<file path="config.mk">
export PLATFORM = sky130hd
export DESIGN_NAME = irq_accept
export DESIGN_NICKNAME = d
export VERILOG_FILES = /design/src/rtl/irq_accept_pkg.sv /design/src/rtl/irq_prio_enc.sv /design/src/rtl/irq_special_slot.sv /design/src/rtl/irq_vec_store.sv /design/src/rtl/irq_accept.sv
export SDC_FILE = /design/constraint.sdc
export NUM_CORES = 2
export LEC_CHECK = 0
export BUFFER_PORTS_ARGS = -buffer_cell sky130_fd_sc_hd__buf_2
export CELL_PAD_IN_SITES_DETAIL_PLACEMENT = 0
export CELL_PAD_IN_SITES_GLOBAL_PLACEMENT = 1
export CORE_UTILIZATION = 35
export CTS_BUF_LIST = sky130_fd_sc_hd__clkbuf_4 sky130_fd_sc_hd__clkbuf_8
export CTS_CLUSTER_DIAMETER = 30
export DETAILED_ROUTE_END_ITERATION = 7
export GPL_ROUTABILITY_DRIVEN = 0
export PLACE_DENSITY_LB_ADDON = 0.25
export SETUP_SLACK_MARGIN = 0.1
export SKIP_CTS_REPAIR_TIMING = 1
export SYNTH_ARGS = -nofsm -noshare
export SYNTH_HDL_FRONTEND = slang
export SYNTH_SLANG_ARGS = --single-unit
</file>
<file path="constraint.sdc">
create_clock -name clk_i -period 14.25 [get_ports clk_i]
set_input_delay 1.425 -clock clk_i [delete_from_list [all_inputs] [get_ports clk_i]]
set_output_delay 1.425 -clock clk_i [all_outputs]
set_load 0.005 [all_outputs]
</file>
<file path="src/rtl/irq_accept_pkg.sv">
package irq_accept_pkg;
  typedef enum logic [2:0] {
    KIND_REG  = 3'd0,
    KIND_SMI  = 3'd1,
    KIND_NMI  = 3'd2,
    KIND_INIT = 3'd3,
    KIND_EXT  = 3'd4
  } irq_kind_e;

  localparam int          NUM_SLOT    = 4;
  localparam logic [2:0]  MODE_FIXED  = 3'd0;
  localparam logic [2:0]  MODE_LOWEST = 3'd1;

  // slot index -> delivery mode code (index order is precedence)
  function automatic logic [2:0] slot_mode(int s);
    case (s)
      0:       return 3'd2;
      1:       return 3'd4;
      2:       return 3'd5;
      default: return 3'd7;
    endcase
  endfunction

  function automatic irq_kind_e slot_kind(int s);
    case (s)
      0:       return KIND_SMI;
      1:       return KIND_NMI;
      2:       return KIND_INIT;
      default: return KIND_EXT;
    endcase
  endfunction
endpackage

</file>
<file path="src/rtl/irq_prio_enc.sv">
module irq_prio_enc #(
  parameter int W  = 256,
  parameter int IW = $clog2(W)
) (
  input  logic [W-1:0]  in_i,
  output logic [IW-1:0] idx_o
);
  always_comb begin
    idx_o = '0;
    for (int i = 0; i < W; i++) begin
      if (in_i[i]) idx_o = IW'(i);
    end
  end
endmodule

</file>
<file path="src/rtl/irq_special_slot.sv">
module irq_special_slot #(
  parameter int VEC_W = 8
) (
  input  logic             clk_i,
  input  logic             rst_ni,
  input  logic             set_i,
  input  logic [VEC_W-1:0] vec_i,
  input  logic             clr_i,
  output logic             pend_o,
  output logic [VEC_W-1:0] vec_o
);
  always_ff @(posedge clk_i or negedge rst_ni) begin
    if (!rst_ni) begin
      pend_o <= 1'b0;
      vec_o  <= '0;
    end else if (set_i && !pend_o) begin
      pend_o <= 1'b1;
      vec_o  <= vec_i;
    end else if (clr_i) begin
      pend_o <= 1'b0;
    end
  end
endmodule

</file>
<file path="src/rtl/irq_vec_store.sv">
module irq_vec_store #(
  parameter int NUM_VEC = 256,
  parameter int VEC_W   = $clog2(NUM_VEC)
) (
  input  logic             clk_i,
  input  logic             rst_ni,
  input  logic             set_i,
  input  logic [VEC_W-1:0] set_vec_i,
  input  logic             set_level_i,
  input  logic             ack_i,
  input  logic             eoi_i,
  output logic [VEC_W-1:0] req_hi_o,
  output logic [VEC_W-1:0] isr_hi_o,
  output logic             hi_level_o
);
  logic [NUM_VEC-1:0] req_q, isr_q, trig_q;
  logic [NUM_VEC-1:0] req_d, isr_d, trig_d;
  logic [NUM_VEC-1:0] set_oh, ack_oh, eoi_oh;

  irq_prio_enc #(.W(NUM_VEC), .IW(VEC_W)) u_req_enc (.in_i(req_q), .idx_o(req_hi_o));
  irq_prio_enc #(.W(NUM_VEC), .IW(VEC_W)) u_isr_enc (.in_i(isr_q), .idx_o(isr_hi_o));

  assign set_oh     = set_i ? (NUM_VEC'(1) << set_vec_i) : '0;
  assign ack_oh     = ack_i ? (NUM_VEC'(1) << req_hi_o)  : '0;
  assign eoi_oh     = eoi_i ? (NUM_VEC'(1) << isr_hi_o)  : '0;
  assign hi_level_o = trig_q[req_hi_o];

  always_comb begin
    req_d  = (req_q & ~ack_oh) | set_oh;
    isr_d  = (isr_q & ~eoi_oh) | ack_oh;
    trig_d = trig_q;
    // trigger type captured only on a fresh request
    if (set_i && !req_q[set_vec_i]) trig_d[set_vec_i] = set_level_i;
  end

  always_ff @(posedge clk_i or negedge rst_ni) begin
    if (!rst_ni) begin
      req_q  <= '0;
      isr_q  <= '0;
      trig_q <= '0;
    end else begin
      req_q  <= req_d;
      isr_q  <= isr_d;
      trig_q <= trig_d;
    end
  end
endmodule

</file>
<file path="src/rtl/irq_accept.sv">
module irq_accept
  import irq_accept_pkg::*;
#(
  parameter int NUM_VEC = 256,
  parameter int VEC_W   = $clog2(NUM_VEC),
  parameter int CLASS_W = 4
) (
  input  logic             clk_i,
  input  logic             rst_ni,
  input  logic             req_valid_i,
  input  logic [VEC_W-1:0] req_vector_i,
  input  logic [2:0]       req_mode_i,
  input  logic             req_level_i,
  input  logic             int_enable_i,
  input  logic [VEC_W-1:0] task_prio_i,
  input  logic             ack_i,
  input  logic             eoi_i,
  output logic             irq_pending_o,
  output logic [VEC_W-1:0] irq_vector_o,
  output logic [2:0]       irq_kind_o,
  output logic             irq_level_o
);
  localparam int CLS_LSB = VEC_W - CLASS_W;

  logic [NUM_SLOT-1:0] slot_pend, slot_set, slot_clr;
  logic [VEC_W-1:0]    slot_vec [NUM_SLOT];
  logic [VEC_W-1:0]    req_hi, isr_hi;
  logic                hi_level, reg_set, reg_ok, unmask_pend, ack_ok;
  logic [NUM_SLOT-1:0] sel_slot;
  logic                sel_reg;

  assign reg_set = req_valid_i && (req_mode_i == MODE_FIXED || req_mode_i == MODE_LOWEST);

  for (genvar s = 0; s < NUM_SLOT; s++) begin : g_slot
    assign slot_set[s] = req_valid_i && (req_mode_i == slot_mode(s));
    assign slot_clr[s] = ack_ok && sel_slot[s];
    irq_special_slot #(.VEC_W(VEC_W)) u_slot (
      .clk_i  (clk_i),
      .rst_ni (rst_ni),
      .set_i  (slot_set[s]),
      .vec_i  (req_vector_i),
      .clr_i  (slot_clr[s]),
      .pend_o (slot_pend[s]),
      .vec_o  (slot_vec[s])
    );
  end

  irq_vec_store #(.NUM_VEC(NUM_VEC), .VEC_W(VEC_W)) u_store (
    .clk_i       (clk_i),
    .rst_ni      (rst_ni),
    .set_i       (reg_set),
    .set_vec_i   (req_vector_i),
    .set_level_i (req_level_i),
    .ack_i       (ack_ok && sel_reg),
    .eoi_i       (eoi_i),
    .req_hi_o    (req_hi),
    .isr_hi_o    (isr_hi),
    .hi_level_o  (hi_level)
  );

  assign unmask_pend = |slot_pend[NUM_SLOT-2:0];
  assign reg_ok      = (req_hi > isr_hi) &&
                       (req_hi[VEC_W-1:CLS_LSB] > task_prio_i[VEC_W-1:CLS_LSB]);

  always_comb begin
    sel_slot = '0;
    sel_reg  = 1'b0;
    if (unmask_pend) begin
      if      (slot_pend[0]) sel_slot[0] = 1'b1;
      else if (slot_pend[1]) sel_slot[1] = 1'b1;
      else                   sel_slot[2] = 1'b1;
    end else if (int_enable_i) begin
      if (slot_pend[NUM_SLOT-1]) sel_slot[NUM_SLOT-1] = 1'b1;
      else if (reg_ok)           sel_reg = 1'b1;
    end
  end

  assign irq_pending_o = sel_reg || (|sel_slot);
  assign ack_ok        = ack_i && irq_pending_o;

  always_comb begin
    irq_vector_o = '0;
    irq_kind_o   = 3'd0;
    irq_level_o  = 1'b0;
    if (sel_reg) begin
      irq_vector_o = req_hi;
      irq_kind_o   = KIND_REG;
      irq_level_o  = hi_level;
    end
    for (int s = 0; s < NUM_SLOT; s++) begin
      if (sel_slot[s]) begin
        irq_vector_o = slot_vec[s];
        irq_kind_o   = slot_kind(s);
      end
    end
  end
endmodule

</file>
==> PnR_summary.wiki <==
{| class="wikitable"
! Metric !! Value
|-
| Run status || finished clean
|-
| Period utilization || 0.6614
|-
| Routed length per placed instance || 30.39 um
|-
| Fraction of registers with async set/reset || 1.000
|-
| HPWL after detailed placement || 140,900 um
|-
| Launch point of the critical path || u_store.isr_q[8]$_DFF_PN0_
|-
| Clock Tree Buf Depth || 3
|-
| Commonest cells post-synth || dfrtp_1, nand2_1, o21ai_0
|-
| Number of inserted filler cells in the final layout || 12,550
|-
| Post-detailed-routing wire length || 201,700 um
|-
| Worst endpoint required time || 12.82 ns
|-
| Unrepaired setup endpoints after global routing || false
|-
| Worst hold margin || 0.4982 ns
|-
| Startpoint Class || flop
|-
| Hold violation total from the final report || 0
|-
| X dimension of the die || 358.4 um
|-
| Cell with the most instances after synthesis || dfrtp_1
|-
| Worst reg2reg startpoint || u_store.isr_q[8]$_DFF_PN0_
|-
| Cell depth of the worst flop-to-flop path || 23
|-
| Die Ht || 358.4 um
|-
| Power after layout || 8.748 mW
|-
| DRT iter0 DRCs || 5,026
|-
| Maximum operating frequency || 106.1 MHz
|-
| CTS root buffer || clkbuf_8
|-
| Via count of the routed design || 41,210
|-
| Leak || 22.68 nW
|-
| Antenna violations before repair || 11
|-
| Area share of the largest cell type after synthesis || 0.4520
|-
| Final non-filler cell area || 51,340 um^2
|-
| Post-synthesis cell type count || 93
|-
| Synth Cell Area || 44,450 um^2
|-
| Data arrival at the endpoint of the critical path || 8.00 ns
|-
| Global-route usage over all layers || 0.3110
|-
| Maximum number of pins on one net before global-route repair || 171
|-
| Synthesis-to-layout area growth || 15.48%
|-
| #FFs+latches synth || 803
|-
| Count of port buffers added during placement || 34
|-
| Area enclosed by the die boundary || 128,400 um^2
|-
| Relative max-transition margin || 0.07203
|-
| Most used DFF post-synth || dfrtp_1
|-
| Post-synth EDFFs || 0
|-
| Aggregate global routing overflow || 0
|-
| Biggest area consumer among synthesized cells || dfrtp_1
|-
| Number of vias per cell after detailed routing || 6.212
|-
| Number of max-slew violations in the final report || 0
|-
| Worst Clk Skew || 0.06781 ns
|-
| Maxcap violations || 0
|-
| Power density cells || 170.4 nW/um^2
|-
| TritonCTS clock tree || built
|-
| Final critical-path required period || 9.425 ns
|-
| Num CTS Buffers || 207
|-
| Largest cells by area after synthesis || dfrtp_1, mux2_2, o21ai_0
|-
| Number of synthesis warnings || 0
|-
| Synthesized netlist cell count || 4,735
|-
| Mean post-synth cell area || 9.388 um^2
|-
| Setup violation total in the final timing report || 0
|-
| Number of placed cells counting well taps || 6,243
|-
| ANT nets after route || 0
|-
| Standard-cell rows || 130
|-
| Setup crit end kind || output pin
|-
| Number of global-route vias before repair || 39,100
|-
| Clock latency at the later pin of the worst-skew pair || 0.97 ns
|-
| Core Footprint || 125,700 um^2
|-
| Initial core utilization || 0.3536
|-
| Final non-filler cell total || 6,635
|-
| Global-route wire length before repair || 286,900 um
|-
| Fraction of the yosys area taken by sequential cells || 0.4520
|-
| Critical path type || flop to output pin
|-
| First-pass detailed-route iteration total || 7
|-
| Fraction of layout instances using a drive strength above 1 || 0.2023
|-
| Number of top-level design ports || 39
|-
| Worst slew pin tran || 1.387 ns
|-
| Total clock sinks || 803
|-
| Dpl ws || 5.995 ns
|-
| Worst Setup Slack, final || 4.825 ns
|-
| Clock-pin transition on the worst setup and hold timing paths || 0.05 ns
|-
| Number of nets produced by synthesis || 4,773
|-
| H-Tree Level Count || 4
|-
| Post-route DRC violation count || 0
|-
| Minimum setup slack among reg-to-reg paths || 5.54 ns
|-
| Tightest Hold Check Type || primary input to asynchronous set/reset pin
|-
| Worst reg2reg path endpoint || u_store.req_q[229]$_DFF_PN0_
|-
| Total Negative Setup Slacks || 0 ns
|-
| Maximum vdd drop || 0.2626 mV
|-
| Final core utilization || 0.4083
|-
| Peak fanout along the critical path || 8
|-
| Placed inst area || 46,320 um^2
|-
| Final net count || 4,840
|}
## sequential cells by signal (all words and copies together), names as in the netlist
register              count
u_store.isr_q           255
g_slot.u_slot.vec_o      32
g_slot.u_slot.pend_o      4
u_store.trig_q          256
u_store.req_q           256
## metal layers
layer / up-vias / part of all wire / global-route usage
li1: 17640 / - / -
met5: - / 0.0012 / 0.009630
met3: 433 / 0.11 / 0.09259
met1: 20880 / 0.42 / 0.4233
met4: 6 / 0.053 / 0.1668
met2: 2264 / 0.42 / 0.4406
## critical path, stage by stage, from the launching register on
cell and delay (ns):
dfrtp_1 0.41, or4_1 0.59, o21ba_2 0.24, o21ai_0 0.24, a21bo_2 0.18, a21oi_1 0.06
nor2_1 0.13, o2111a_1 0.21, o211ai_1 0.15, a211oi_1 0.69, o21a_1 0.41, clkinv_1 0.54
ha_1 0.52, o21ai_0 0.08, nand2b_1 0.08, a21oi_1 0.06, o21ai_0 0.29, and3_1 0.61
inv_1 0.34, nor2_1 0.64, o41ai_2 0.23, o31ai_2 0.14, buf_2 0.18
## cell usage in the layout (no fill, tap or decap), drive strengths merged, types with 70 or more instances in the layout
master,instances
dfrtp,803
mux4,88
nand2,761
nor4,153
nand3,70
a21oi,123
buf,127
mux2i,85
mux2,322
inv,109
a22o,110
nor2,423
o21ai,616
clkbuf,282
o31ai,153
nor3,138
## cell families (layout without fill, tap and decap cells)
kind of cell | Yosys count | after routing | share of synthesized area
other cells | 0 | 2 | 0
mux | 495 | 495 | 0.1453
simple gates | 1753 | 1753 | 0.1785
compound gates | 1298 | 1298 | 0.1849
fa+ha+maj | 12 | 12 | 0.003377
buf+inv | 374 | 622 | 0.03589
flops | 803 | 803 | 0.4520
## where the power goes
part | switching [mW] | internal [mW] | total (mW)
clock | 1.31 | 2.15 | 3.46
sequential | 0.101 | 2.37 | 2.47
combinational | 2.17 | 0.648 | 2.82
total | 3.58 | 5.17 | 8.75
## layout make-up
type | instances | area (um^2) | area share
multi-input combinational | 3558 | 22870 | 0.4455
sequential | 803 | 20090 | 0.3914
clock buffer | 282 | 3631 | 0.07073
tap | 1650 | 2064 | 0.04021
clock inverter | 108 | 1376 | 0.02681
timing repair buffer | 127 | 902.1 | 0.01757
inverter | 105 | 394.1 | 0.007677
antenna | 2 | 5.005 | 0.00009749
## worst max-delay path by stage
stage                                         endpoint  depth (start not counted)  slack, ns
after floorplan                            irq_level_o                         22       8.91
after global placement    u_store.req_q[253]$_DFF_PN0_                         21       5.91
after detailed placement  u_store.req_q[229]$_DFF_PN0_                         21       5.99
after CTS                                  irq_level_o                         22       5.06
after global routing                       irq_level_o                         22       4.65
final                                      irq_level_o                         22       4.82
(Power assumes the default switching activity.)
